$ cat src/rtl/trig_cond_pkg.sv
package trig_cond_pkg;

    localparam int BEHAV_W = 3;

    localparam logic [BEHAV_W-1:0] BH_OFF    = 3'd0;
    localparam logic [BEHAV_W-1:0] BH_LVL_HI = 3'd1;
    localparam logic [BEHAV_W-1:0] BH_LVL_LO = 3'd2;
    localparam logic [BEHAV_W-1:0] BH_RISE   = 3'd3;
    localparam logic [BEHAV_W-1:0] BH_FALL   = 3'd4;

    typedef enum logic [1:0] {
        ST_OFF  = 2'd0,
        ST_LOW  = 2'd1,
        ST_HIGH = 2'd2
    } line_state_e;

    function automatic logic behav_valid(input logic [BEHAV_W-1:0] b);
        return (b == BH_LVL_HI) || (b == BH_LVL_LO) ||
               (b == BH_RISE)   || (b == BH_FALL);
    endfunction

    function automatic logic behav_is_edge(input logic [BEHAV_W-1:0] b);
        return (b == BH_RISE) || (b == BH_FALL);
    endfunction

endpackage

$ cat src/rtl/trig_sync.sv
module trig_sync #(
    parameter int STAGES = 2
) (
    input  logic clk,
    input  logic rst_n,
    input  logic d_async,
    output logic q_sync
);

    logic [STAGES-1:0] chain;

    generate
        for (genvar s = 0; s < STAGES; s++) begin : g_stage
            if (s == 0) begin : g_first
                always_ff @(posedge clk or negedge rst_n) begin
                    if (!rst_n) chain[0] <= 1'b0;
                    else        chain[0] <= d_async;
                end
            end else begin : g_next
                always_ff @(posedge clk or negedge rst_n) begin
                    if (!rst_n) chain[s] <= 1'b0;
                    else        chain[s] <= chain[s-1];
                end
            end
        end
    endgenerate

    assign q_sync = chain[STAGES-1];

endmodule

$ cat src/rtl/trig_ref_align.sv
module trig_ref_align #(
    parameter int NUM_SRC = 2
) (
    input  logic               clk,
    input  logic               rst_n,
    input  logic               ref_tick,
    input  logic [NUM_SRC-1:0] synced,
    output logic [NUM_SRC-1:0] held
);

    generate
        for (genvar i = 0; i < NUM_SRC; i++) begin : g_hold
            always_ff @(posedge clk or negedge rst_n) begin
                if (!rst_n)        held[i] <= 1'b0;
                else if (ref_tick) held[i] <= synced[i];
            end
        end
    endgenerate

endmodule

$ cat src/rtl/trig_src_path.sv
module trig_src_path #(
    parameter int                     NUM_SRC     = 2,
    parameter logic [NUM_SRC-1:0]     FORCE_ALIGN = 2'b10,
    localparam int                    SEL_W       = (NUM_SRC > 1) ? $clog2(NUM_SRC) : 1
) (
    input  logic [NUM_SRC-1:0] synced,
    input  logic [NUM_SRC-1:0] held,
    input  logic [SEL_W-1:0]   src_sel,
    input  logic               io_align,
    output logic               line
);

    logic [NUM_SRC-1:0] aligned_en;
    logic [NUM_SRC-1:0] per_src;

    generate
        for (genvar i = 0; i < NUM_SRC; i++) begin : g_src
            if (i == 0) begin : g_io
                assign aligned_en[i] = FORCE_ALIGN[i] | io_align;
            end else begin : g_fixed
                assign aligned_en[i] = FORCE_ALIGN[i];
            end
            assign per_src[i] = aligned_en[i] ? held[i] : synced[i];
        end
    endgenerate

    always_comb begin
        line = 1'b0;
        for (int i = 0; i < NUM_SRC; i++) begin
            if (src_sel == SEL_W'(i)) line = per_src[i];
        end
    end

endmodule

$ cat src/rtl/trig_behav_fsm.sv
module trig_behav_fsm
    import trig_cond_pkg::*;
(
    input  logic               clk,
    input  logic               rst_n,
    input  logic               line,
    input  logic [BEHAV_W-1:0] behav,
    output logic               trig
);

    line_state_e state_q;
    line_state_e state_d;
    logic        trig_d;

    // state register
    always_ff @(posedge clk or negedge rst_n) begin
        if (!rst_n) state_q <= ST_OFF;
        else        state_q <= state_d;
    end

    // transitions: arm, rise, fall, disarm
    always_comb begin
        state_d = state_q;
        if (!behav_valid(behav)) begin
            state_d = ST_OFF;
        end else begin
            unique case (state_q)
                ST_OFF:  state_d = line ? ST_HIGH : ST_LOW;
                ST_LOW:  state_d = line ? ST_HIGH : ST_LOW;
                ST_HIGH: state_d = line ? ST_HIGH : ST_LOW;
            endcase
        end
    end

    // output decode
    always_comb begin
        case (behav)
            BH_LVL_HI: trig_d = line;
            BH_LVL_LO: trig_d = !line;
            BH_RISE:   trig_d = (state_q == ST_LOW)  && line;
            BH_FALL:   trig_d = (state_q == ST_HIGH) && !line;
            default:   trig_d = 1'b0;
        endcase
    end

    // output register
    always_ff @(posedge clk or negedge rst_n) begin
        if (!rst_n) trig <= 1'b0;
        else        trig <= trig_d;
    end

endmodule

$ cat src/rtl/trig_cond.sv
module trig_cond
    import trig_cond_pkg::*;
#(
    parameter int         SYNC_STAGES = 2,
    parameter logic [1:0] FORCE_ALIGN = 2'b10
) (
    input  logic               clk,
    input  logic               rst_n,
    input  logic               io_line,
    input  logic               bp_line,
    input  logic               ref_tick,
    input  logic               src_sel,
    input  logic               io_align,
    input  logic [BEHAV_W-1:0] behav,
    output logic               trig_out
);

    localparam int NUM_SRC = 2;

    logic [NUM_SRC-1:0] raw;
    logic [NUM_SRC-1:0] synced;
    logic [NUM_SRC-1:0] held;
    logic               cond_line;
    logic               bp_held;

    assign raw     = {bp_line, io_line};
    assign bp_held = held[1];

    generate
        for (genvar i = 0; i < NUM_SRC; i++) begin : g_sync
            trig_sync #(.STAGES(SYNC_STAGES)) u_sync (
                .clk     (clk),
                .rst_n   (rst_n),
                .d_async (raw[i]),
                .q_sync  (synced[i])
            );
        end
    endgenerate

    trig_ref_align #(.NUM_SRC(NUM_SRC)) u_align (
        .clk      (clk),
        .rst_n    (rst_n),
        .ref_tick (ref_tick),
        .synced   (synced),
        .held     (held)
    );

    trig_src_path #(.NUM_SRC(NUM_SRC), .FORCE_ALIGN(FORCE_ALIGN)) u_path (
        .synced   (synced),
        .held     (held),
        .src_sel  (src_sel),
        .io_align (io_align),
        .line     (cond_line)
    );

    trig_behav_fsm u_fsm (
        .clk   (clk),
        .rst_n (rst_n),
        .line  (cond_line),
        .behav (behav),
        .trig  (trig_out)
    );

endmodule

$ cat config.mk
export PLATFORM = sky130hd
export DESIGN_NAME = trig_cond
export DESIGN_NICKNAME = d
export VERILOG_FILES = /design/src/rtl/trig_cond_pkg.sv /design/src/rtl/trig_sync.sv /design/src/rtl/trig_ref_align.sv /design/src/rtl/trig_src_path.sv /design/src/rtl/trig_behav_fsm.sv /design/src/rtl/trig_cond.sv
export SDC_FILE = /design/constraint.sdc
export NUM_CORES = 1
export LEC_CHECK = 0
export ABC_CLOCK_PERIOD_IN_PS = 1500
export BUFFER_PORTS_ARGS = -buffer_cell sky130_fd_sc_hd__buf_2
export CORE_AREA = 5 5 42 44
export DETAILED_ROUTE_END_ITERATION = 8
export DIE_AREA = 0 0 47 49
export GPL_TIMING_DRIVEN = 0
export PLACE_DENSITY_LB_ADDON = 0.3
export RECOVER_POWER = 100
export SYNTH_ARGS = -nofsm -noshare
export SYNTH_HDL_FRONTEND = slang
export SYNTH_SLANG_ARGS = --single-unit
$ cat constraint.sdc
create_clock -name clk -period 1.5 [get_ports clk]
set_clock_uncertainty 0.15 [all_clocks]
set_input_delay 0.075 -clock clk [delete_from_list [all_inputs] [get_ports clk]]
set_output_delay 0.075 -clock clk [all_outputs]
set_load 0.01 [all_outputs]
==> out/qor.log <==
INFO  synth          synth_flop_cell=dfrtp_1
INFO  placed_design  routabilityCongestion=0.677
INFO  synth          syn_area=384um^2
INFO  floorplanning  fp.dieArea=2300um^2
INFO  grt            global_route.overflow_total=0
INFO  clock_tree     insertion_delay_to_the_later_sink_of_the_worst_skew_pair=0.26ns
INFO  routing        drcViolationCount=0
INFO  clock_tree     clock_tree.htree_level_count=1
INFO  worst_setup_path cp_data_required_time=1.54ns
INFO  layout         area.sequential=225um^2
INFO  synth          syn-num-nets=39
INFO  worst_setup_path slowest_stage=dlygate4sd3_1
INFO  pwr            pwr-share-comb=13.9%
INFO  worst_setup_path r2r_end=u_fsm.trig$_DFF_PN0_
INFO  clock_tree     clk_transition_reported_paths=0.06ns
INFO  pwr            p_int=404uW
INFO  layout         filler_cell_count=156
INFO  synth          synth_top_cell_area_share=58.6%
INFO  floorplanning  placement_rows=14
INFO  worst_setup_path crit_path_max_incr_delay=0.53ns
INFO  synth          synth_largest_area_cell=dfrtp_1
INFO  floorplanning  boundaryPins=11
INFO  worst_setup_path endpoint_kind=flip-flop
INFO  pwr            vdd_ir_drop_max=0.443mV
INFO  grt            gr-usage-all-layers=6.84%
INFO  placed_design  placed_cells_incl_taps=55
INFO  worst_setup_path timing_worst_setup_path_type=primary input to flip-flop
INFO  pwr            power.switching=123uW
INFO  sta            setup_ws=0.187ns
INFO  flow_run       drv.max_cap_violation_count=0
INFO  routing        routedWlPerCell=11.2um
INFO  floorplanning  start_util=27.4%
INFO  synth          async_reset_ff_share=100%
INFO  pwr            sequential_power_share=51.2%
INFO  sta            slew_viol_final=0
INFO  routing        drt.antenna.violating_nets=0
INFO  layout         count_of_antenna_diodes_in_the_layout=0
INFO  synth          syn_avg_cell_area=13.2um^2
INFO  synth          ys_types=16
INFO  worst_setup_path critical_path_peak_fanout=5
INFO  pwr            power.clock.fraction=34.9%
INFO  floorplanning  fp.dieW=47um
INFO  floorplanning  die-height=49um
INFO  clock_tree     cts-root-to-sink-buffers=2
INFO  routing        number_of_vias_per_cell=4.64
INFO  clock_tree     tritoncts.num_buffers=3
INFO  worst_setup_path crit_end=u_fsm.trig$_DFF_PN0_
INFO  sta            tightest_pin_transition=0.486ns
INFO  synth          synth_common_cells=dfrtp_1, o211ai_1, mux2_2, nor2_1, nor3b_1
INFO  worst_setup_path rr_worst_depth=3
INFO  sta            timing.final.crit_share=87.6%
INFO  synth          seq_area_frac_synth=58.6%
INFO  grt            grt_start_max_net_pins=10
INFO  clock_tree     cts_root_buffer=clkbuf_4
INFO  clock_tree     number_of_instances_resized_during_post_cts_repair=0
INFO  placed_design  io_buffers=10
INFO  placed_design  place_worst_setup_slack=0.258ns
INFO  sta            setup_tns=0ns
INFO  floorplanning  coreArea=1400um^2
INFO  status         run_status=finished clean
INFO  synth          yosys_register_bits=9
INFO  synth          synth_most_common_cell=dfrtp_1
INFO  layout         final_net_count=59
INFO  pwr            power_density_normalized_to_cell_area=1000nW/um^2
INFO  layout         final_cells=64
INFO  synth          synth-warning-count=0
INFO  grt            number_of_antenna_violations_at_the_first_check_in_global_routing=0
INFO  layout         layout-drive-gt1-share=27.1%
INFO  sta            slew_headroom=67.6%
INFO  clock_tree     cts_num_sinks=9
INFO  worst_setup_path worst-endpoint-arrival=1.35ns
INFO  sta            post-route-min-period=1.31ns
INFO  pwr            switching_share=23.4%
INFO  routing        via_count=297
INFO  worst_setup_path path_cells=dlygate4sd3_1, clkbuf_1, nor4bb_1, o211ai_1, nand4_1
INFO  routing        detail_route.first_pass.iterations=4
INFO  layout         area_growth=36.8%
INFO  min_path       min-delay-path-class=primary input to flip-flop
INFO  worst_setup_path setup.worst_path.start_class=primary input
INFO  synth          top_area_cells_in_the_synthesized_netlist=dfrtp_1, mux2_2, o211ai_1, mux2_4, nor3b_1
INFO  worst_setup_path r2r_slack=0.27ns
INFO  synth          synth-edff-count=0
INFO  sta            unrepaired_setup_endpoints_after_global_routing=no
INFO  worst_setup_path crit_start=behav[2]
INFO  sta            setup_viol=0
INFO  synth          synthCells=29
INFO  worst_setup_path crit-reg2reg-launch=g_sync[0].u_sync.q_sync$_DFF_PN0_
INFO  clock_tree     tritoncts_clock_tree=yes
INFO  grt            grt_first_pass_wirelength=1.08mm
INFO  routing        drt_first_iter_violations=5
INFO  grt            via_count_of_the_first_global_routing_pass=256
INFO  routing        routed_wirelength=714um
INFO  sta            hold_viol_final=0
INFO  pwr            static-leakage-power=0.000226uW
INFO  layout         area_used_by_multi_input_combinational_logic=159um^2
INFO  sta            max_frequency=761MHz
metrics by stage:
| step | total power, uW | instance area, um^2 | hold WS [ns] | utilization [%] |
|---|---|---|---|---|
| 2_1_floorplan | 308 | 384 | -0.371 | - |
| 3_3_place_gp | 339 | 454 | -0.218 | 32.4 |
| 3_5_place_dp | 341 | 454 | -0.213 | 32.4 |
| 4_1_cts | 537 | 531 | 0.0363 | 37.9 |
| 5_1_grt | 559 | 526 | 0.0415 | 37.5 |
| 6_report | 527 | 526 | 0.0421 | 37.5 |
critical path: cells and delay by family:
kind                   cells  cell delay [ns]
buffers and inverters      2             0.68
AOI/OAI and AO/OA          1             0.14
and+or+nand+nor            2             0.45
worst min-delay path by stage:
stage             from                                   to  slack [ns]  cells past startpoint
4_1_cts          rst_n          u_align.held[0]$_DFFE_PN0P_        0.04                      2
3_5_place_dp     rst_n          u_align.held[1]$_DFFE_PN0P_       -0.21                      1
3_3_place_gp     rst_n          u_align.held[1]$_DFFE_PN0P_       -0.22                      1
6_report       src_sel                 u_fsm.trig$_DFF_PN0_        0.04                      3
2_1_floorplan    rst_n  g_sync[0].u_sync.chain[0]$_DFF_PN0_       -0.37                      0
5_1_grt        src_sel                 u_fsm.trig$_DFF_PN0_        0.04                      3
layout by cell type (no fill, tap or decap), types with 2 or more instances in the layout:
cell	instances
nor3b_1	2
buf_2	6
o211ai_1	3
nor2_1	2
clkbuf_4	3
dlygate4sd3_1	5
dfrtp_1	9
clkbuf_1	5
mux2_2	2
timing repair:
item,CTS,global route
hold buffers,5,0
setup buffers,0,0
hold endpoints to repair,14,0
routing by layer:
layer  global-route usage, %  share of wire [%]  wire [um]  vias up
li1                        -                  -          -      148
met1                    8.88                 45        321      134
met2                    7.92                 42        301       13
met3                    3.69                 11         75        2
met4                    5.53                2.1         15        0
met5                       0                  0          0        -
kinds of logic after synthesis:
| group | count (synthesis) | synth area share, % |
|---|---|---|
| DFF | 9 | 58.6 |
| and+or+nand+nor | 10 | 17.3 |
| muxes | 4 | 12.4 |
| xor gates and xnor gates | 1 | 2.28 |
| AOI/OAI and AO/OA | 5 | 9.45 |
flip-flops by register name (all words and copies together), names as in the netlist:
register	flops
g_sync.u_sync.chain	2
g_sync.u_sync.q_sync	2
u_align.held	2
u_fsm.state_q	2
u_fsm.trig	1
cell type report:
| cell class | count | share of cell area, % |
|---|---|---|
| multi-input cells | 20 | 30.2 |
| clock buffers | 4 | 5.00 |
| flip-flops and latches | 9 | 42.9 |
| repair buffers | 15 | 18.1 |
| well taps | 16 | 3.81 |
power by group through the flow:
stage	Combinational (uW)	Clock, uW	Sequential (uW)
2_1_floorplan	34.0	0	274
3_3_place_gp	65.0	0	274
3_5_place_dp	66.2	0	275
4_1_cts	76.5	190	270
5_1_grt	80.6	206	272
6_report	73.4	184	270
Power figures use the tool's default switching activity.
